[src/rtl/dmah_pkg.sv]
package dmah_pkg;
  typedef struct packed {
    logic ack_n;
    logic rd_n;
    logic wr_n;
  } strobe_t;
  localparam int STROBE_W = $bits(strobe_t);
endpackage

[src/rtl/dmah_sync.sv]
module dmah_sync #(
  parameter int W      = 1,
  parameter int STAGES = 2,
  parameter logic [W-1:0] RST_VAL = '0
) (
  input  logic         clk,
  input  logic         rst,
  input  logic [W-1:0] d,
  output logic [W-1:0] q
);
  logic [W-1:0] chain [STAGES];

  genvar g;
  generate
    for (g = 0; g < STAGES; g++) begin : g_stage
      if (g == 0) begin : g_first
        always_ff @(posedge clk) begin
          if (rst) chain[g] <= RST_VAL;
          else     chain[g] <= d;
        end
      end else begin : g_next
        always_ff @(posedge clk) begin
          if (rst) chain[g] <= RST_VAL;
          else     chain[g] <= chain[g-1];
        end
      end
    end
  endgenerate

  assign q = chain[STAGES-1];
endmodule

[src/rtl/dmah_xfer_counter.sv]
module dmah_xfer_counter #(
  parameter int CNT_W = 16
) (
  input  logic             clk,
  input  logic             rst,
  input  logic             load,
  input  logic [CNT_W-1:0] load_val,
  input  logic             dec,
  output logic             rem_nz,
  output logic             tc
);
  localparam int RW = CNT_W + 1;
  localparam logic [RW-1:0] FULL_RANGE = RW'(1) << CNT_W;

  logic [RW-1:0] rem, rem_nx;

  always_comb begin
    rem_nx = rem;
    if (load)
      rem_nx = (load_val == '0) ? FULL_RANGE : {1'b0, load_val};
    else if (dec && rem != '0)
      rem_nx = rem - RW'(1);
  end

  always_ff @(posedge clk) begin
    if (rst) begin
      rem <= '0;
      tc  <= 1'b1;
    end else begin
      rem <= rem_nx;
      tc  <= (rem_nx == '0);
    end
  end

  assign rem_nz = (rem != '0);

  // any load leaves a nonzero count
  assert_load_clears_tc_R6: assert property (@(posedge clk) disable iff (rst)
    load |=> !tc);
  // at zero without a load the count stays at zero
  assert_no_wrap_R5: assert property (@(posedge clk) disable iff (rst)
    tc && !load |=> tc);
endmodule

[src/rtl/dmah_req_drive.sv]
module dmah_req_drive (
  input  logic clk,
  input  logic rst,
  input  logic shared_mode,
  input  logic want,
  output logic req_oe,
  output logic req_level
);
  always_ff @(posedge clk) begin
    if (rst) begin
      req_oe    <= 1'b0;
      req_level <= 1'b0;
    end else if (shared_mode) begin
      req_oe    <= want;
      req_level <= 1'b0;
    end else begin
      req_oe    <= 1'b1;
      req_level <= want;
    end
  end

  assert_shared_never_high_R11: assert property (@(posedge clk) disable iff (rst)
    shared_mode |=> !req_level);
  assert_normal_always_drives_R11: assert property (@(posedge clk) disable iff (rst)
    !shared_mode |=> req_oe);
endmodule

[src/rtl/dreq_handshake.sv]
module dreq_handshake #(
  parameter int CNT_W       = 16,
  parameter int SYNC_STAGES = 2
) (
  input  logic             clk,
  input  logic             rst,
  input  logic             shared_mode,
  input  logic             dir_write,
  input  logic             ack_n,
  input  logic             rd_n,
  input  logic             wr_n,
  input  logic             cnt_load,
  input  logic [CNT_W-1:0] cnt_value,
  input  logic             fifo_full,
  input  logic             fifo_empty,
  output logic             req_oe,
  output logic             req_level,
  output logic             fifo_push,
  output logic             fifo_pop,
  output logic             term_count,
  output logic             orphan_ack
);
  import dmah_pkg::*;

  strobe_t raw_s, sync_s;
  logic [STROBE_W-1:0] sync_bits;

  assign raw_s = '{ack_n: ack_n, rd_n: rd_n, wr_n: wr_n};

  dmah_sync #(
    .W(STROBE_W), .STAGES(SYNC_STAGES), .RST_VAL({STROBE_W{1'b1}})
  ) u_sync (
    .clk(clk), .rst(rst), .d(raw_s), .q(sync_bits)
  );

  assign sync_s = strobe_t'(sync_bits);

  logic ack_a, rd_a, wr_a, ack_prev, ack_evt;
  assign ack_a = ~sync_s.ack_n;
  assign rd_a  = ~sync_s.rd_n;
  assign wr_a  = ~sync_s.wr_n;
  assign ack_evt = ack_a & ~ack_prev & ~shared_mode;

  always_ff @(posedge clk) begin
    if (rst) begin
      ack_prev   <= 1'b0;
      fifo_push  <= 1'b0;
      fifo_pop   <= 1'b0;
      orphan_ack <= 1'b0;
    end else begin
      ack_prev  <= ack_a;
      fifo_push <= ack_evt & wr_a;
      fifo_pop  <= ack_evt & rd_a;
      if (cnt_load)
        orphan_ack <= 1'b0;
      else if (ack_evt && !rd_a && !wr_a)
        orphan_ack <= 1'b1;
    end
  end

  logic rem_nz, want;

  dmah_xfer_counter #(.CNT_W(CNT_W)) u_cnt (
    .clk(clk), .rst(rst), .load(cnt_load), .load_val(cnt_value),
    .dec(ack_evt), .rem_nz(rem_nz), .tc(term_count)
  );

  assign want = rem_nz & (dir_write ? ~fifo_full : ~fifo_empty);

  dmah_req_drive u_drv (
    .clk(clk), .rst(rst), .shared_mode(shared_mode), .want(want),
    .req_oe(req_oe), .req_level(req_level)
  );

  assert_shared_ignores_ack_R9: assert property (@(posedge clk) disable iff (rst)
    shared_mode |=> !fifo_push && !fifo_pop);
  assert_tc_blocks_req_R10: assert property (@(posedge clk) disable iff (rst)
    term_count && !shared_mode |=> !req_level);
  assert_orphan_not_on_load_R8: assert property (@(posedge clk) disable iff (rst)
    $rose(orphan_ack) |-> !$past(cnt_load));
  assert_single_push_R2: assert property (@(posedge clk) disable iff (rst)
    fifo_push |=> !fifo_push);
endmodule

[config.mk]
export PLATFORM = sky130hd
export DESIGN_NAME = dreq_handshake
export DESIGN_NICKNAME = d
export VERILOG_FILES = /design/src/rtl/dmah_pkg.sv /design/src/rtl/dmah_sync.sv /design/src/rtl/dmah_xfer_counter.sv /design/src/rtl/dmah_req_drive.sv /design/src/rtl/dreq_handshake.sv
export SDC_FILE = /design/constraint.sdc
export NUM_CORES = 1
export LEC_CHECK = 0
export ABC_AREA = 1
export BUFFER_PORTS_ARGS = -buffer_cell sky130_fd_sc_hd__buf_2
export CORE_MARGIN = 2
export CORE_UTILIZATION = 60
export CTS_CLUSTER_DIAMETER = 40
export DETAILED_ROUTE_END_ITERATION = 10
export GPL_ROUTABILITY_DRIVEN = 0
export GPL_TIMING_DRIVEN = 0
export PLACE_DENSITY = 0.83
export SLEW_MARGIN = 20
export SYNTH_ARGS = -nofsm -noshare
export SYNTH_HDL_FRONTEND = slang
export SYNTH_HIERARCHICAL = 1
export SYNTH_SLANG_ARGS = --single-unit
[constraint.sdc]
create_clock -name clk -period 2.66 [get_ports clk]
set_clock_uncertainty 0.05 [all_clocks]
set_input_delay 0.532 -clock clk [delete_from_list [all_inputs] [get_ports clk]]
set_output_delay 0.532 -clock clk [all_outputs]
set_load 0.02 [all_outputs]
==> parameters.txt, run 1 <==
Parameter                              Value

Synthesis
  Synthesized flop and latch total    30
  Mean cell area of the mapped netlist    6.435 µm²
  Largest area contributor in the synthesized netlist    dfxtp_1
  Most frequently used flop master after synthesis    dfxtp_1
  Fraction of synthesis flops using an asynchronous set or reset pin    0
  Number of nets in the synthesized netlist    314
  Dominant cell by count in the synthesized netlist    nand2_1
  Most common library cells after synthesis    nand2_1 (93), nor2_1 (40), dfxtp_1 (30)
  Largest cells by area after synthesis    dfxtp_1 (33%), nand2_1 (19%), nor2_1 (8.2%)
  Cell area after technology mapping    0.001841 mm²
  Total of warnings raised by yosys    6
  Synth Instances    around 290
  Post-synth EDFFs    0
  Share of Yosys cell area claimed by the top area cell type    0.3263
  Seq/Total Area, Yosys    0.3263
  Distinct cells, synth    33

Global route
  Total global routing track utilization    0.2834
  Met1 track demand over resource in global routing    0.3702
  Wire length of the first global-routing pass    around 7400 µm
  Initial antenna violation count    0
  Largest net degree at the start of global routing    11
  GRT Residual Overflow    0
  Global-route met3 utilization    0.05022
  Highest-utilization routing layer at the global route stage    met2
  Vias in the first global route    1715
  Met2 layer usage reported by global route    0.4568

Detailed routing
  DRC violations left    0
  Drt total wl    4411 µm
  DRT iter0 DRCs    100
  DR pass1 iterations    4
  Count of vias placed by the detailed router    1866
  Post-DRT Antenna Nets    0
  Via-to-Cell Ratio    5.212
  Routed WL per cell    12.32 µm

Placement
  Setup WS pre-CTS    565.5 ps
  Half-perimeter wire length of the detailed placement result    3436 µm
  Post-Place Cells    350
  Number of buffer cells added on primary ports    31

Layout
  Layout-stage area growth over the synthesis result    16.72%
  Final layout net count    352
  Antenna Diode Count    0
  Filler Cells Inserted    roughly 260
  Cell Count, Final, Fillers Out    ~360
  Fraction of layout instances using a drive strength above 1    0.2338

Critical path
  Setup slack, reg-to-reg    520 ps
  WS Path Type    reg2reg
  Sort of element at the end of the critical path    register
  Delay of the slowest cell on the worst path    320 ps
  Slowest-stage cell, CP    dfxtp_1
  Number of cell instances on the worst register-to-register path    16
  R2r endpoint    u_cnt/tc
  Critical path required time    about 2800 ps
  Arrival time of the worst setup path    between 2000 and 2500 ps
  Worst path cell trace    inv_1 > ha_1 > inv_1 > nor2_1 > nand2_1 > nor2_2 > nand2_4 > nand2_8 > buf_6 > nand2_1 > nand3_1 > o21ai_1 > nand2_1 > nor2_1 > nand3_1 > nand2_1
  Reg-to-reg critical path startpoint    u_cnt/rem[0]
  Crit path top cell by count    nand2_1
  Critical Path Start Type    register
  Top fanout value on the critical path    10

Pwr
  Portion of total power attributed to combinational logic    0.203
  Switching Power    about 0.00034 W
  Reg power frac    0.409
  Design internal power    0.0008849 W
  Clk pwr share    0.388
  Max IR drop VDD    0.0005193 V
  Pwr Density    568.7 mW/mm²
  P_leak    1.109 nW
  Switching portion of total power    0.2757

Clock network
  Root buf cell    clkbuf_4
  Count of cells resized by post-cts repair    0
  Number of clock sinks seen by CTS    30
  Maximum root-to-sink buffer count    2
  Clock input transition at the sequential cells of the worst setup and hold paths    90 ps
  Count of hold buffers inserted by post-cts repair    0
  Clk Latency, worst-skew pair    330 ps
  Post-CTS setup repair buffer count    0
  TritonCTS Buffers    5
  Maximum level of the CTS H-tree    2
  TritonCTS clock tree    done

Worst hold path
  Worst hold stages    3
  Endpoint with the worst hold slack    u_sync/chain[0][1]
  Worst min-delay path class    in2reg
  Worst min-delay path startpoint    rd_n

STA
  Headroom to the max-slew limit    0.6987
  Hold Slack    322.4 ps
  Final worst setup slack    521.3 ps
  Final min period    2139 ps
  Setup repair after global routing missed its margin    false
  Final slew viol count    0
  Least-Margin Pin Slew    451.9 ps
  Count of endpoints failing hold in the final timing report    0
  Finish-stage setup viols    0
  Period utilization    0.8040
  Fin Setup TNS    0 ps
  Maximum clock rate    0.4676 GHz

Die
  Area of the core    a little under 0.003 mm²
  Initial standard-cell utilization of the core    0.6181
  Cell Rows    20
  Die Area    0.003527 mm²
  Die Ht    59.39 µm
  Overall die width    roughly 59 µm
  IO Pins    32

Flow run
  Max-cap violations    0

Status
  Result of the run    finished clean
[logic make-up (layout without fill, tap and decap cells)]
family	count (synthesis)	in the layout	synth area share
AOI/OAI and AO/OA	18	18	0.06050
DFF	30	30	0.3263
adders and majority gates	2	2	0.01359
and+or+nand+nor	197	197	0.4949
xor gates and xnor gates	4	4	0.01904
buffers and inverters	35	74	0.08566
[worst max-delay path by stage]
| stage | slack [ps] | to | from |
|---|---|---|---|
| global placement | 600 | u_cnt/tc | u_cnt/rem[0] |
| global route | 340 | u_cnt/tc | u_cnt/rem[0] |
| CTS | 560 | u_cnt/tc | u_cnt/rem[0] |
| detailed placement | 570 | u_cnt/tc | u_cnt/rem[0] |
| finish | 520 | u_cnt/tc | u_cnt/rem[0] |
| floorplan | 910 | u_cnt/tc | u_cnt/rem[0] |
[worst max-delay path, delay by kind of cell (launching register included)]
| family | cells | cell delay [ps] |
|---|---|---|
| buf+inv | 3 | 350 |
| fa+ha+maj | 1 | 170 |
| compound gates | 1 | 80 |
| flops | 1 | 320 |
| simple gates | 11 | 1060 |
[registers in the layout (all words and copies together), names as in the netlist]
register	count
u_sync/chain	6
u_cnt/rem	17
u_drv/req_oe	1
ack_prev	1
orphan_ack	1
u_cnt/tc	1
fifo_push	1
fifo_pop	1
u_drv/req_level	1
[layer usage]
| metal | up-vias | wire, µm |
|---|---|---|
| met2 | 56 | 2046 |
| met1 | 820 | 2007 |
| met3 | 10 | 265 |
| met5 | - | 0 |
| met4 | 0 | 91 |
| li1 | 980 | - |
[cell usage in the layout (no fill, tap or decap), types with 6 or more instances in the layout]
master | synthesis | routed
nor2_2 | 6 | 6
dfxtp_1 | 30 | 30
nand2_2 | 6 | 6
inv_1 | 25 | 25
a21oi_1 | 9 | 9
nor2_1 | 40 | 40
or2_2 | 7 | 7
nand3_1 | 24 | 24
nand2_1 | 93 | 93
buf_2 | 2 | 33
[power groups by stage]
stage / Sequential [W] / Combinational [W] / Clock, W
2_1_floorplan: 0.000508 / 0.000175 / 0
3_3_place_gp: 0.000508 / 0.000237 / 0
5_1_grt: 0.000503 / 0.000279 / 0.000504
3_5_place_dp: 0.000509 / 0.000243 / 0
4_1_cts: 0.000499 / 0.000246 / 0.000485
6_report: 0.000500 / 0.000248 / 0.000474
[area by class of cell]
| type | instances | area, µm² | share of cell area |
|---|---|---|---|
| timing repair buffer | 31 | 155.1 | 0.07222 |
| tap | 33 | 41.29 | 0.01922 |
| clock inverter | 2 | 60.06 | 0.02796 |
| multi-input combinational | 221 | 1082 | 0.5038 |
| buffer | 7 | 47.55 | 0.02213 |
| clock buffer | 6 | 51.30 | 0.02388 |
| inverter | 28 | 110.1 | 0.05125 |
| sequential | 30 | 600.6 | 0.2796 |
[metrics by stage]
| step | power, W | utilization | area [µm²] |
|---|---|---|---|
| after floorplan | 0.0006823 | - | 1841 |
| after global placement | 0.0007454 | 0.6840 | 2037 |
| after detailed placement | 0.0007516 | 0.6840 | 2037 |
| after CTS | 0.001230 | 0.7214 | 2148 |
| after global routing | 0.001287 | 0.7214 | 2148 |
| final | 0.001222 | 0.7214 | 2148 |
Note: power is estimated with default switching activity, not from simulation.
==> inputs of run 2 (changes only) <==
Settings changed: CORE_UTILIZATION 60 to 55, PLACE_DENSITY 0.83 to 0.77.
Clock period 2.66 ns to 2.1 ns, I/O delays scaled along.
==> parameters.txt, run 2 (same netlist as run 1, synthesis figures left out) <==
Parameter                              Value

Status
  Result of the run    finished, violations left
  Violations in the final reports    negative setup slack

Critical path
  Number of buffer and inverter stages on the critical path    3
  Critical path required time    about 2300 ps
  Worst path cell trace    inv_4 > ha_4 > inv_1 > nor2_2 > nand2_2 > nor2_4 > nand2_4 > nand2_8 > clkbuf_16 > o211ai_2 > nand2_2 > nand3_1 > nor2_1 > nand3_1 > nand2_1
  R2r endpoint    u_cnt/tc
  Family with the most delay on the worst path    simple AND/OR/NAND/NOR gates
  Number of cell instances on the worst register-to-register path    15
  Delay of the slowest cell on the worst path    roughly 350 ps
  Slowest-stage cell, CP    dfxtp_2
  Critical Path Start Type    register
  Setup slack, reg-to-reg    -50 ps
  Arrival time of the worst setup path    2390 ps
  Sort of element at the end of the critical path    register
  WS Path Type    reg2reg
  Reg-to-reg critical path startpoint    u_cnt/rem[0]
  Top fanout value on the critical path    6

STA
  Setup repair after global routing missed its margin    true
  Period utilization    1.022
  Final slew viol count    0
  Hold Slack    207.5 ps
  Finish-stage setup viols    1
  Headroom to the max-slew limit    0.6848
  Count of endpoints failing hold in the final timing report    0
  Final min period    around 2100 ps
  Least-Margin Pin Slew    between 400 and 500 ps
  Maximum clock rate    between 0.4 and 0.5 GHz
  Final worst setup slack    -45.18 ps

Worst hold path
  Worst hold stages    3
  Worst min-delay path startpoint    wr_n
  Worst min-delay path class    in2reg
  Endpoint with the worst hold slack    u_sync/chain[0][0]

Layout
  Filler Cells Inserted    264
  Finished Cell Area    approximately 0.0024 mm²
  Most frequent cells in the layout    nand2_1 (86), nor2_1 (36), buf_2 (33)
  Biggest register    u_cnt/rem
  Cell Count, Final, Fillers Out    about 380
  Layout-stage area growth over the synthesis result    28.69%
  Antenna Diode Count    0
  Top flop regs    u_cnt/rem: 17 flops, u_sync/chain: 6 flops
  Commonest non-fill, non-tap cell in the layout    nand2_1
  Multi-input gate area    0.001194 mm²
  Core occupancy in the finished layout    0.7211
  Fraction of layout instances using a drive strength above 1    0.3284
  Final layout net count    between 300 and 400
  Flip-flop count of the largest register after layout    17
  FF/Latch Area    603.1 µm²

Detailed routing
  DRT iter0 DRCs    119
  Routed WL per cell    13.25 µm
  Via-to-Cell Ratio    5.205
  Drt total wl    a little over 5000 µm
  Post-DRT Antenna Nets    0
  DR pass1 iterations    4
  DRC violations left    0
  Count of vias placed by the detailed router    1983

Clock network
  Root buf cell    clkbuf_4
  Clk Latency, worst-skew pair    340 ps
  TritonCTS Buffers    5
  Number of clock sinks seen by CTS    30
  Clock input transition at the sequential cells of the worst setup and hold paths    100 ps
  Maximum level of the CTS H-tree    2
  TritonCTS clock tree    done
  Maximum root-to-sink buffer count    2

Die
  Die Area    0.003825 mm²
  Overall die width    61.85 µm
  Cell Rows    21
  IO Pins    32
  Area of the core    roughly 0.0033 mm²
  Die Ht    61.85 µm
  Initial standard-cell utilization of the core    0.5604

Pwr
  P_leak    1.187 nW
  Max IR drop VDD    about 0.0006 V
  Pwr Density    681.1 mW/mm²

Global route
  Initial antenna violation count    0
  GRT Residual Overflow    0
  Largest net degree at the start of global routing    11
  Vias in the first global route    1576
  Wire length of the first global-routing pass    6927 µm
  Total global routing track utilization    0.2530

Placement
  Half-perimeter wire length of the detailed placement result    3405 µm
  Post-Place Cells    363
  Area post-placement    just over 0.002 mm²
  Number of buffer cells added on primary ports    31

Flow run
  Max-cap violations    0
## run 2: cell count changes in the layout (fill, tap and decap cells not counted), sizes merged
cell,change
clkbuf,+1
nand2,+2
buf,+7
## run 2: where the power goes
part | switching, W | internal [W]
Combinational | 0.000225 | 0.000141
Clock | 0.000210 | 0.000403
Sequential | 0.0000333 | 0.000601
Total | 0.000468 | 0.00114
## run 2: worst max path at each step
| stage | from | end | cells past startpoint |
|---|---|---|---|
| global placement | u_cnt/rem[0] | u_cnt/tc | 16 |
| CTS | u_cnt/rem[0] | u_cnt/tc | 16 |
| global route | u_cnt/rem[0] | u_cnt/tc | 16 |
| floorplan | u_cnt/rem[0] | u_cnt/tc | 16 |
| finish | u_cnt/rem[0] | u_cnt/tc | 15 |
| detailed placement | u_cnt/rem[0] | u_cnt/tc | 16 |
## run 2: layer usage
metal  track usage  share of wire  vias up
li1              -              -     1001
met1        0.3435           0.41      889
met2        0.3955           0.48       80
met3       0.03934          0.092       13
met4        0.1155          0.020        0
met5             0              0        -
## run 2: final cells by class
class,instances,share of cell area
Buffer,7,0.02166
Clock buffer,6,0.02166
Clock inverter,2,0.02536
Inverter,28,0.04860
Multi-Input combinational cell,223,0.5040
Sequential cell,30,0.2546
Tap cell,46,0.02430
Timing Repair Buffer,39,0.09984
## run 2: timing repair
action,4_1_cts,5_1_grt
gates resized for setup,1,31
buffers inserted,0,7
endpoints found under the setup margin,1,1
pin swaps,0,10
hold buffers,0,0
cloned,0,3
## run 2: worst min-delay path, stage by stage
cell and delay [ps]:
buf_2 70, inv_1 30, nand2_1 50
## run 2: metrics by stage
step | power [W] | TNS [ps] | setup WS (ps)
2_1_floorplan | 0.0008642 | 0 | 353.0
3_5_place_dp | 0.0009504 | 0 | 13.49
6_report | 0.001613 | -45.18 | -45.18
5_1_grt | 0.001685 | -140.5 | -140.5
3_3_place_gp | 0.0009454 | 0 | 48.76
4_1_cts | 0.001559 | 0 | 44.38
